===== src/rtl/fscm_pkg.sv =====
package fscm_pkg;

  localparam int LANE_MON  = 0;
  localparam int LANE_SMP  = 1;
  localparam int NUM_LANES = 2;

  // Edge events seen in the reference domain
  typedef struct packed {
    logic monFall;
    logic smpRise;
    logic smpFall;
  } edgeEvt_t;

  // Strobes from the control to the datapath registers
  typedef struct packed {
    logic armSet;
    logic armClr;
    logic failSet;
    logic flagClr;
    logic selClr;
    logic wdtFire;
  } ctlStrobe_t;

endpackage


===== src/rtl/fscm_datapath.sv =====
module fscm_datapath
  import fscm_pkg::*;
#(
  parameter int SYNC_STAGES = 2
) (
  input  logic       clkRef,
  input  logic       rstN,
  input  logic       monClk,
  input  logic       smpClk,
  input  ctlStrobe_t strb,
  output edgeEvt_t   evt,
  output logic       armed,
  output logic       failFlag,
  output logic       fallbackSel,
  output logic       wdtPulse
);

  logic [NUM_LANES-1:0] rawIn;
  logic [NUM_LANES-1:0] syncOut;
  logic [NUM_LANES-1:0] prevOut;

  assign rawIn[LANE_MON] = monClk;
  assign rawIn[LANE_SMP] = smpClk;

  // One synchronizer chain plus a history flop per sampled clock
  for (genvar lane = 0; lane < NUM_LANES; lane++) begin : gLane
    logic [SYNC_STAGES-1:0] chain;
    always_ff @(posedge clkRef or negedge rstN) begin
      if (!rstN) begin
        chain         <= '0;
        prevOut[lane] <= 1'b0;
      end else begin
        chain         <= {chain[SYNC_STAGES-2:0], rawIn[lane]};
        prevOut[lane] <= chain[SYNC_STAGES-1];
      end
    end
    assign syncOut[lane] = chain[SYNC_STAGES-1];
  end

  assign evt.monFall = prevOut[LANE_MON] & ~syncOut[LANE_MON];
  assign evt.smpRise = ~prevOut[LANE_SMP] & syncOut[LANE_SMP];
  assign evt.smpFall = prevOut[LANE_SMP] & ~syncOut[LANE_SMP];

  logic armedQ, failFlagQ, fallbackQ, wdtPulseQ;

  always_ff @(posedge clkRef or negedge rstN) begin
    if (!rstN) begin
      armedQ    <= 1'b0;
      failFlagQ <= 1'b0;
      fallbackQ <= 1'b0;
      wdtPulseQ <= 1'b0;
    end else begin
      if (strb.armClr)      armedQ <= 1'b0;
      else if (strb.armSet) armedQ <= 1'b1;

      if (strb.failSet)      failFlagQ <= 1'b1;
      else if (strb.flagClr) failFlagQ <= 1'b0;

      if (strb.failSet)     fallbackQ <= 1'b1;
      else if (strb.selClr) fallbackQ <= 1'b0;

      wdtPulseQ <= strb.wdtFire;
    end
  end

  assign armed       = armedQ;
  assign failFlag    = failFlagQ;
  assign fallbackSel = fallbackQ;
  assign wdtPulse    = wdtPulseQ;

  AST_ARM_DROPS_ON_EDGE: assert property (@(posedge clkRef) disable iff (!rstN)
    evt.monFall |=> !armedQ);
  AST_FLAG_STICKY: assert property (@(posedge clkRef) disable iff (!rstN)
    failFlagQ && !strb.flagClr |=> failFlagQ);
  AST_SEL_HOLDS: assert property (@(posedge clkRef) disable iff (!rstN)
    fallbackQ && !strb.selClr |=> fallbackQ);
  AST_PULSE_SINGLE: assert property (@(posedge clkRef) disable iff (!rstN)
    wdtPulseQ |=> !wdtPulseQ);
  AST_PULSE_WITH_FLAGS: assert property (@(posedge clkRef) disable iff (!rstN)
    wdtPulseQ |-> failFlagQ && fallbackQ);
  AST_NO_REPEAT: assert property (@(posedge clkRef) disable iff (!rstN)
    fallbackQ && !strb.selClr |=> !wdtPulseQ);

endmodule


===== src/rtl/fscm_control.sv =====
module fscm_control
  import fscm_pkg::*;
(
  input  logic       enable,
  input  logic       flagClear,
  input  logic       clkSelWrite,
  input  edgeEvt_t   evt,
  input  logic       armed,
  input  logic       fallbackSel,
  output ctlStrobe_t strb
);

  logic detect;

  // A monitored fall in the deciding cycle still counts as a live clock
  assign detect = enable & evt.smpFall & armed & ~evt.monFall & ~fallbackSel;

  always_comb begin
    strb         = '0;
    strb.armClr  = ~enable | evt.monFall;
    strb.armSet  = enable & evt.smpRise;
    strb.failSet = detect;
    strb.wdtFire = detect;
    strb.flagClr = flagClear;
    strb.selClr  = clkSelWrite;
  end

endmodule


===== src/rtl/fscm_top.sv =====
module fscm_top
  import fscm_pkg::*;
#(
  parameter int SYNC_STAGES = 2
) (
  input  logic clkRef,
  input  logic rstN,
  input  logic monClk,
  input  logic smpClk,
  input  logic monEnable,
  input  logic flagClear,
  input  logic clkSelWrite,
  output logic failFlag,
  output logic fallbackSel,
  output logic wdtClearPulse,
  output logic intOscRun
);

  edgeEvt_t   evtW;
  ctlStrobe_t strbW;
  logic       armedW;

  fscm_datapath #(.SYNC_STAGES(SYNC_STAGES)) dp_i (
    .clkRef      (clkRef),
    .rstN        (rstN),
    .monClk      (monClk),
    .smpClk      (smpClk),
    .strb        (strbW),
    .evt         (evtW),
    .armed       (armedW),
    .failFlag    (failFlag),
    .fallbackSel (fallbackSel),
    .wdtPulse    (wdtClearPulse)
  );

  fscm_control ctl_i (
    .enable      (monEnable),
    .flagClear   (flagClear),
    .clkSelWrite (clkSelWrite),
    .evt         (evtW),
    .armed       (armedW),
    .fallbackSel (fallbackSel),
    .strb        (strbW)
  );

  assign intOscRun = monEnable | fallbackSel;

  AST_IDLE_WHEN_OFF: assert property (@(posedge clkRef) disable iff (!rstN)
    !monEnable |=> !armedW);

endmodule


===== config.mk =====
export PLATFORM = sky130hd
export DESIGN_NAME = fscm_top
export DESIGN_NICKNAME = d
export VERILOG_FILES = /design/src/rtl/fscm_pkg.sv /design/src/rtl/fscm_datapath.sv /design/src/rtl/fscm_control.sv /design/src/rtl/fscm_top.sv
export SDC_FILE = /design/constraint.sdc
export NUM_CORES = 1
export LEC_CHECK = 0
export ABC_AREA = 0
export BUFFER_PORTS_ARGS = -buffer_cell sky130_fd_sc_hd__buf_2
export CORE_AREA = 2 2 39 41
export CTS_BUF_LIST = sky130_fd_sc_hd__clkbuf_4 sky130_fd_sc_hd__clkbuf_8
export DETAILED_ROUTE_END_ITERATION = 8
export DIE_AREA = 0 0 41 43
export GPL_TIMING_DRIVEN = 0
export PLACE_DENSITY = 0.54
export SLEW_MARGIN = 10
export SYNTH_ARGS = -nofsm -noshare
export SYNTH_HDL_FRONTEND = slang
export SYNTH_SLANG_ARGS = --single-unit
export TNS_END_PERCENT = 30

===== constraint.sdc =====
create_clock -name clkRef -period 1.6 [get_ports clkRef]
set_clock_uncertainty 0.2 [all_clocks]
set_input_delay 0.08 -clock clkRef [delete_from_list [all_inputs] [get_ports clkRef]]
set_output_delay 0.08 -clock clkRef [all_outputs]
set_load 0.01 [all_outputs]

==> results.json, run 1 <==
{
  "slew_headroom_pct": 80.2,
  "die_w_um": 41,
  "dpl.hpwl_um": 448,
  "antenna_found_initial": 0,
  "clkPwrFrac_pct": 41.4,
  "grt_usage_pct": 7.58,
  "viasPerCell": 3.97,
  "postSynthCellCount": 22,
  "die_h_um": 43,
  "synthesis.area_um2": 323,
  "ir_drop_mv": 0.550,
  "dr.pass1.iters": 1,
  "numCtsBuffers": 3,
  "synth.distinct_cells": 9,
  "fin_crit_ns": 1.33,
  "drt_iter0_markers": 0,
  "worst_pin_slew_ns": 0.297,
  "switching_share_pct": 19.0,
  "worstPathArrival_ns": 1.05,
  "seqPwrFrac_pct": 51.5,
  "vias": 230,
  "globalRouteMet1Util_pct": 7.90,
  "antennaDiodeCount": 0,
  "ys_seq_elements": 10,
  "drive_above_1_share_pct": 33.3,
  "drc_errors": 0,
  "io_pins": 11,
  "ys_warn_count": 0,
  "yosysTopAreaCellShare_pct": 77.5,
  "grtUsageMet2_pct": 12.2,
  "worstSetupEndpointType": "primary output",
  "fin_tns_setup_ns": 0,
  "power.density_cell_area_nw_per_um2": 1060,
  "min_path_type": "primary input to asynchronous set/reset pin",
  "routabilityCongestion": 0.617,
  "required_ns": 1.32,
  "layout.nets": 50,
  "start_util_pct": 23.3,
  "yosys-top-cells-area": "dfrtp_1, o32ai_1, inv_1",
  "final_antenna_net_count": 0,
  "syn_nets": 29,
  "leakage_uw": 0.000237,
  "cp_max_fo": 5,
  "placement.io_buffers": 10,
  "setup_violations": 0,
  "hold_viol": 0,
  "cts_tree": "built",
  "slew_viol_final": 0,
  "grt_busiest_layer": "met2",
  "routedWlPerCell_um": 10.6,
  "postCtsSetupRepairBufs": 0,
  "grt_pass1_vias": 233,
  "clkSinkCount": 10,
  "status": "finished, final reports clean",
  "finalCritPeriodShare_pct": 82.8,
  "grt_pass1_wl_um": 883,
  "cts_max_path_buffers": 2,
  "grt_overflow": 0,
  "clk_latency_ns": 0.25,
  "critical_path_class": "primary input to primary output",
  "totalWireLength_um": 612,
  "timing.hold.ws_ns": 0.00752,
  "grt_max_degree": 11,
  "avgSynthCellArea_um2": 14.7,
  "fmax_ghz": 0.755,
  "dieArea_um2": 1760,
  "synth_largest_area_cell": "dfrtp_1",
  "start_kind": "primary input",
  "cts_root_buffer": "clkbuf_4",
  "rows": 14,
  "switchingPower_uw": 98.8,
  "htree_levels": 1,
  "maxCapViolCount": 0,
  "area.growth.synth_to_final_pct": 51.6,
  "seq_area_frac_synth_pct": 77.5,
  "path_clk_slew_ns": 0.06,
  "coreArea_um2": 1380,
  "use_met3_pct": 6.28,
  "rsz0062_at_grt": "false",
  "p_comb_share_pct": 7.2,
  "p_int_uw": 422
}
==> Yosys cell counts <==
library cell  count
nor2b_1           1
o32ai_1           2
inv_1             4
nand2b_1          1
nand2_1           1
a211oi_1          1
nor3_1            1
nand4bb_1         1
dfrtp_1          10
==> power groups by stage <==
stage / sequential [uW] / combinational, uW / clock [uW]
floorplan: 272 / 9.36 / 0
global placement: 272 / 25.0 / 0
detailed placement: 273 / 26.2 / 0
CTS: 268 / 37.5 / 224
global route: 268 / 41.0 / 238
finish: 268 / 37.4 / 215
==> metrics by stage <==
stage / worst slack (ns) / util, % / total power [uW] / cells / area (um2)
2_1_floorplan: 0.475 / - / 281 / 22 / 323
3_3_place_gp: 0.465 / 28.4 / 297 / 48 / 393
3_5_place_dp: 0.375 / 28.4 / 299 / 48 / 393
4_1_cts: 0.283 / 35.4 / 530 / 58 / 489
5_1_grt: 0.212 / 35.4 / 547 / 58 / 489
6_report: 0.275 / 35.4 / 521 / 58 / 489
==> path summary, 6_finish.rpt <==
kind,from,cells past startpoint,to,slack [ns]
worst max register to register,dp_i.gLane[1].chain[1],2,dp_i.fallbackSel,0.38
worst min register to register,dp_i.gLane[1].chain[0],0,dp_i.gLane[1].chain[1],0.15
max in group asynchronous,rstN,2,dp_i.gLane[0].chain[0],1.01
worst min-delay path,rstN,2,dp_i.armed,0.008
worst max-delay path,monEnable,5,intOscRun,0.27
min in group clkRef,dp_i.gLane[1].chain[0],0,dp_i.gLane[1].chain[1],0.15
==> flip-flops by register name (all words and copies together), names as in the netlist <==
| name | count |
|---|---|
| dp_i.armed | 1 |
| dp_i.failFlag | 1 |
| dp_i.fallbackSel | 1 |
| dp_i.gLane.chain | 4 |
| dp_i.prevOut | 2 |
| dp_i.wdtPulse | 1 |
==> logic make-up after synthesis <==
logic type	count (synthesis)	share of synthesized area (%)
buffers and inverters	4	4.65
and+or+nand+nor	5	10.1
DFF	10	77.5
AOI/OAI and AO/OA	3	7.75
==> per-layer routing <==
| metal | vias up | wire [um] | share of wire, % |
|---|---|---|---|
| met2 | 11 | 283 | 46 |
| met4 | 0 | 0 | 0 |
| met5 | - | 0 | 0 |
| met3 | 0 | 56 | 9.2 |
| li1 | 115 | - | - |
| met1 | 104 | 271 | 44 |
==> what timing repair did <==
| item | CTS | global route |
|---|---|---|
| hold buffers | 6 | 0 |
| gates resized for setup | 0 | 0 |
| hold endpoints to repair | 16 | 0 |
==> placed cells by master, fill, tap and decap left out <==
master and instances:
dfrtp_1 10, buf_2 10, dlygate4sd3_1 6, inv_1 4, clkbuf_4 3, o32ai_1 2
nor2b_1 1, nand4bb_1 1, nor3_1 1, nand2_1 1, nand2b_1 1, a211oi_1 1
clkbuf_8 1
==> worst max-delay path: stages <==
cell	delay (ns)
dlygate4sd3_1	0.53
buf_2	0.12
inv_1	0.12
nand2_1	0.07
buf_2	0.13
==> cell type report <==
class                   instances  area [um2]
multi-input cells               8        57.6
inverters                       4        15.0
fillers                       128         895
repair buffers                 16         110
clock buffers                   4        36.3
flip-flops and latches         10         250
well taps                      16        20.0
No activity file was read; power rests on OpenSTA's default activity.
==> run 2, diff against run 1 <==
==> constraint.sdc (replaced) <==
create_clock -name clkRef -period 1.33 [get_ports clkRef]
set_clock_uncertainty 0.2 [all_clocks]
set_input_delay 0.0665 -clock clkRef [delete_from_list [all_inputs] [get_ports clkRef]]
set_output_delay 0.0665 -clock clkRef [all_outputs]
set_load 0.01 [all_outputs]
==> run 2 against run 1 <==
Against the previous run: cell count up 1.7%; clock-buffer cell count unchanged; wire length up 2.9%; largest power group unchanged; hold slack better by 0.14 ns; first-iteration DRC count unchanged; setup slack worse by 0.19 ns; via count up 3.9%; non-clock buffer count up 1.
==> results.json, run 2 (synthesis gave the netlist of run 1 again) <==
{
  "area.growth.synth_to_final_pct": 54.7,
  "cts_root_buffer": "clkbuf_4",
  "final_util_pct": 36.1,
  "min_path_type": "flip-flop to flip-flop",
  "largest_reg_flops": 4,
  "start_util_pct": 23.3,
  "required_ns": 1.06,
  "hold_viol": 0,
  "slew_viol_final": 0,
  "vias": 239,
  "ir_drop_mv": 0.682,
  "drt_iter0_markers": 0,
  "path_clk_slew_ns": 0.06,
  "regMostFlops": "dp_i.gLane.chain",
  "critical_path_class": "primary input to primary output",
  "cpPeakStageDelay_ns": 0.53,
  "final_antenna_net_count": 0,
  "worst_pin_slew_ns": 0.297,
  "fin_tns_setup_ns": 0,
  "slew_headroom_pct": 80.2,
  "setup_violations": 0,
  "placed_area_um2": 393,
  "drive_above_1_share_pct": 34.9,
  "cp_common_cell": "buf_2",
  "antenna_found_initial": 0,
  "status": "finished, final reports clean",
  "antennaDiodeCount": 0,
  "fmax_ghz": 0.804,
  "io_pins": 11,
  "finalCritPeriodShare_pct": 93.5,
  "fillers": 128,
  "drc_errors": 0,
  "maxCapViolCount": 0,
  "grt_pass1_wl_um": 924,
  "dr.pass1.iters": 1,
  "postCtsSetupRepairBufs": 0,
  "grt_max_degree": 11,
  "cts_tree": "built",
  "htree_levels": 1,
  "start_kind": "primary input",
  "cp_max_fo": 5,
  "leakage_uw": 0.000240,
  "grt_pass1_vias": 245,
  "worstPathArrival_ns": 0.98,
  "postLayoutCellArea_um2": 499,
  "totalWireLength_um": 630,
  "cts_max_path_buffers": 2,
  "power.density_cell_area_nw_per_um2": 1260,
  "reg_top3": "dp_i.gLane.chain x4, dp_i.prevOut x2",
  "fin_crit_ns": 1.24,
  "viasPerCell": 4.05,
  "layout.nets": 51,
  "final_cell_mix": "dfrtp_1, buf_2, dlygate4sd3_1",
  "rsz0062_at_grt": "false",
  "coreArea_um2": 1380,
  "worstSetupEndpointType": "primary output",
  "dieArea_um2": 1760,
  "path_cells": "dlygate4sd3_1 > buf_2 > inv_2 > nand2_1 > buf_2",
  "die_h_um": 43,
  "routabilityCongestion": 0.617,
  "critical-path-slowest-cell": "dlygate4sd3_1",
  "clk_latency_ns": 0.25,
  "rows": 14,
  "clkSinkCount": 10,
  "placement.io_buffers": 10,
  "dpl.hpwl_um": 448,
  "grt_usage_pct": 7.99,
  "die_w_um": 41,
  "grt_overflow": 0,
  "routedWlPerCell_um": 10.7,
  "numCtsBuffers": 3
}
-- run 2: area by class of cell --
type                    instances  area (um2)  share of cell area, %
repair buffers                 17         120                   24.1
multi-input cells               8        57.6                   11.5
well taps                      16        20.0                   4.01
flip-flops and latches         10         250                   50.1
clock buffers                   4        36.3                   7.27
inverters                       4        15.0                   3.01
-- run 2: routing by layer --
layer	track usage [%]	wire length, um	up-vias
li1	-	-	117
met1	7.90	265	111
met2	13.4	308	11
met3	6.28	56	0
met4	0	0	0
met5	0	0	-
-- run 2: power breakdown --
part,internal [uW],total [uW],switching (uW)
logic,27.1,47.9,20.7
clock network,166,260,94.0
registers,317,322,5.60
-- run 2: critical path: cells and delay by family --
kind	cells	cell delay, ns
buffers and inverters	4	0.86
AND/OR/NAND/NOR	1	0.05
-- run 2: what timing repair did --
item / in CTS / in global routing
gates resized for setup: 0 / 1
endpoints found under the setup margin: 0 / 1
hold endpoints to repair: 16 / 0
hold buffers: 7 / 0
-- run 2: per-stage QoR --
step           hold WS (ns)  setup WS (ns)  std cells  power (uW)
2_1_floorplan        -0.429          0.205         22         338
3_3_place_gp         -0.275          0.195         48         357
3_5_place_dp         -0.268          0.105         48         359
4_1_cts               0.154         0.0399         59         640
5_1_grt               0.157         0.0284         59         662
6_report              0.151         0.0865         59         630
-- run 2: final timing paths --
kind,startpoint,end,slack (ns),cells past startpoint
worst min register to register,dp_i.gLane[1].chain[0],dp_i.gLane[1].chain[1],0.15,0
worst max register to register,dp_i.gLane[1].chain[1],dp_i.fallbackSel,0.11,2
worst min-delay path,dp_i.gLane[1].chain[0],dp_i.gLane[1].chain[1],0.15,0
min in group asynchronous,rstN,dp_i.armed,0.53,3
max in group asynchronous,rstN,dp_i.gLane[0].chain[0],0.21,3
worst max-delay path,monEnable,intOscRun,0.09,5
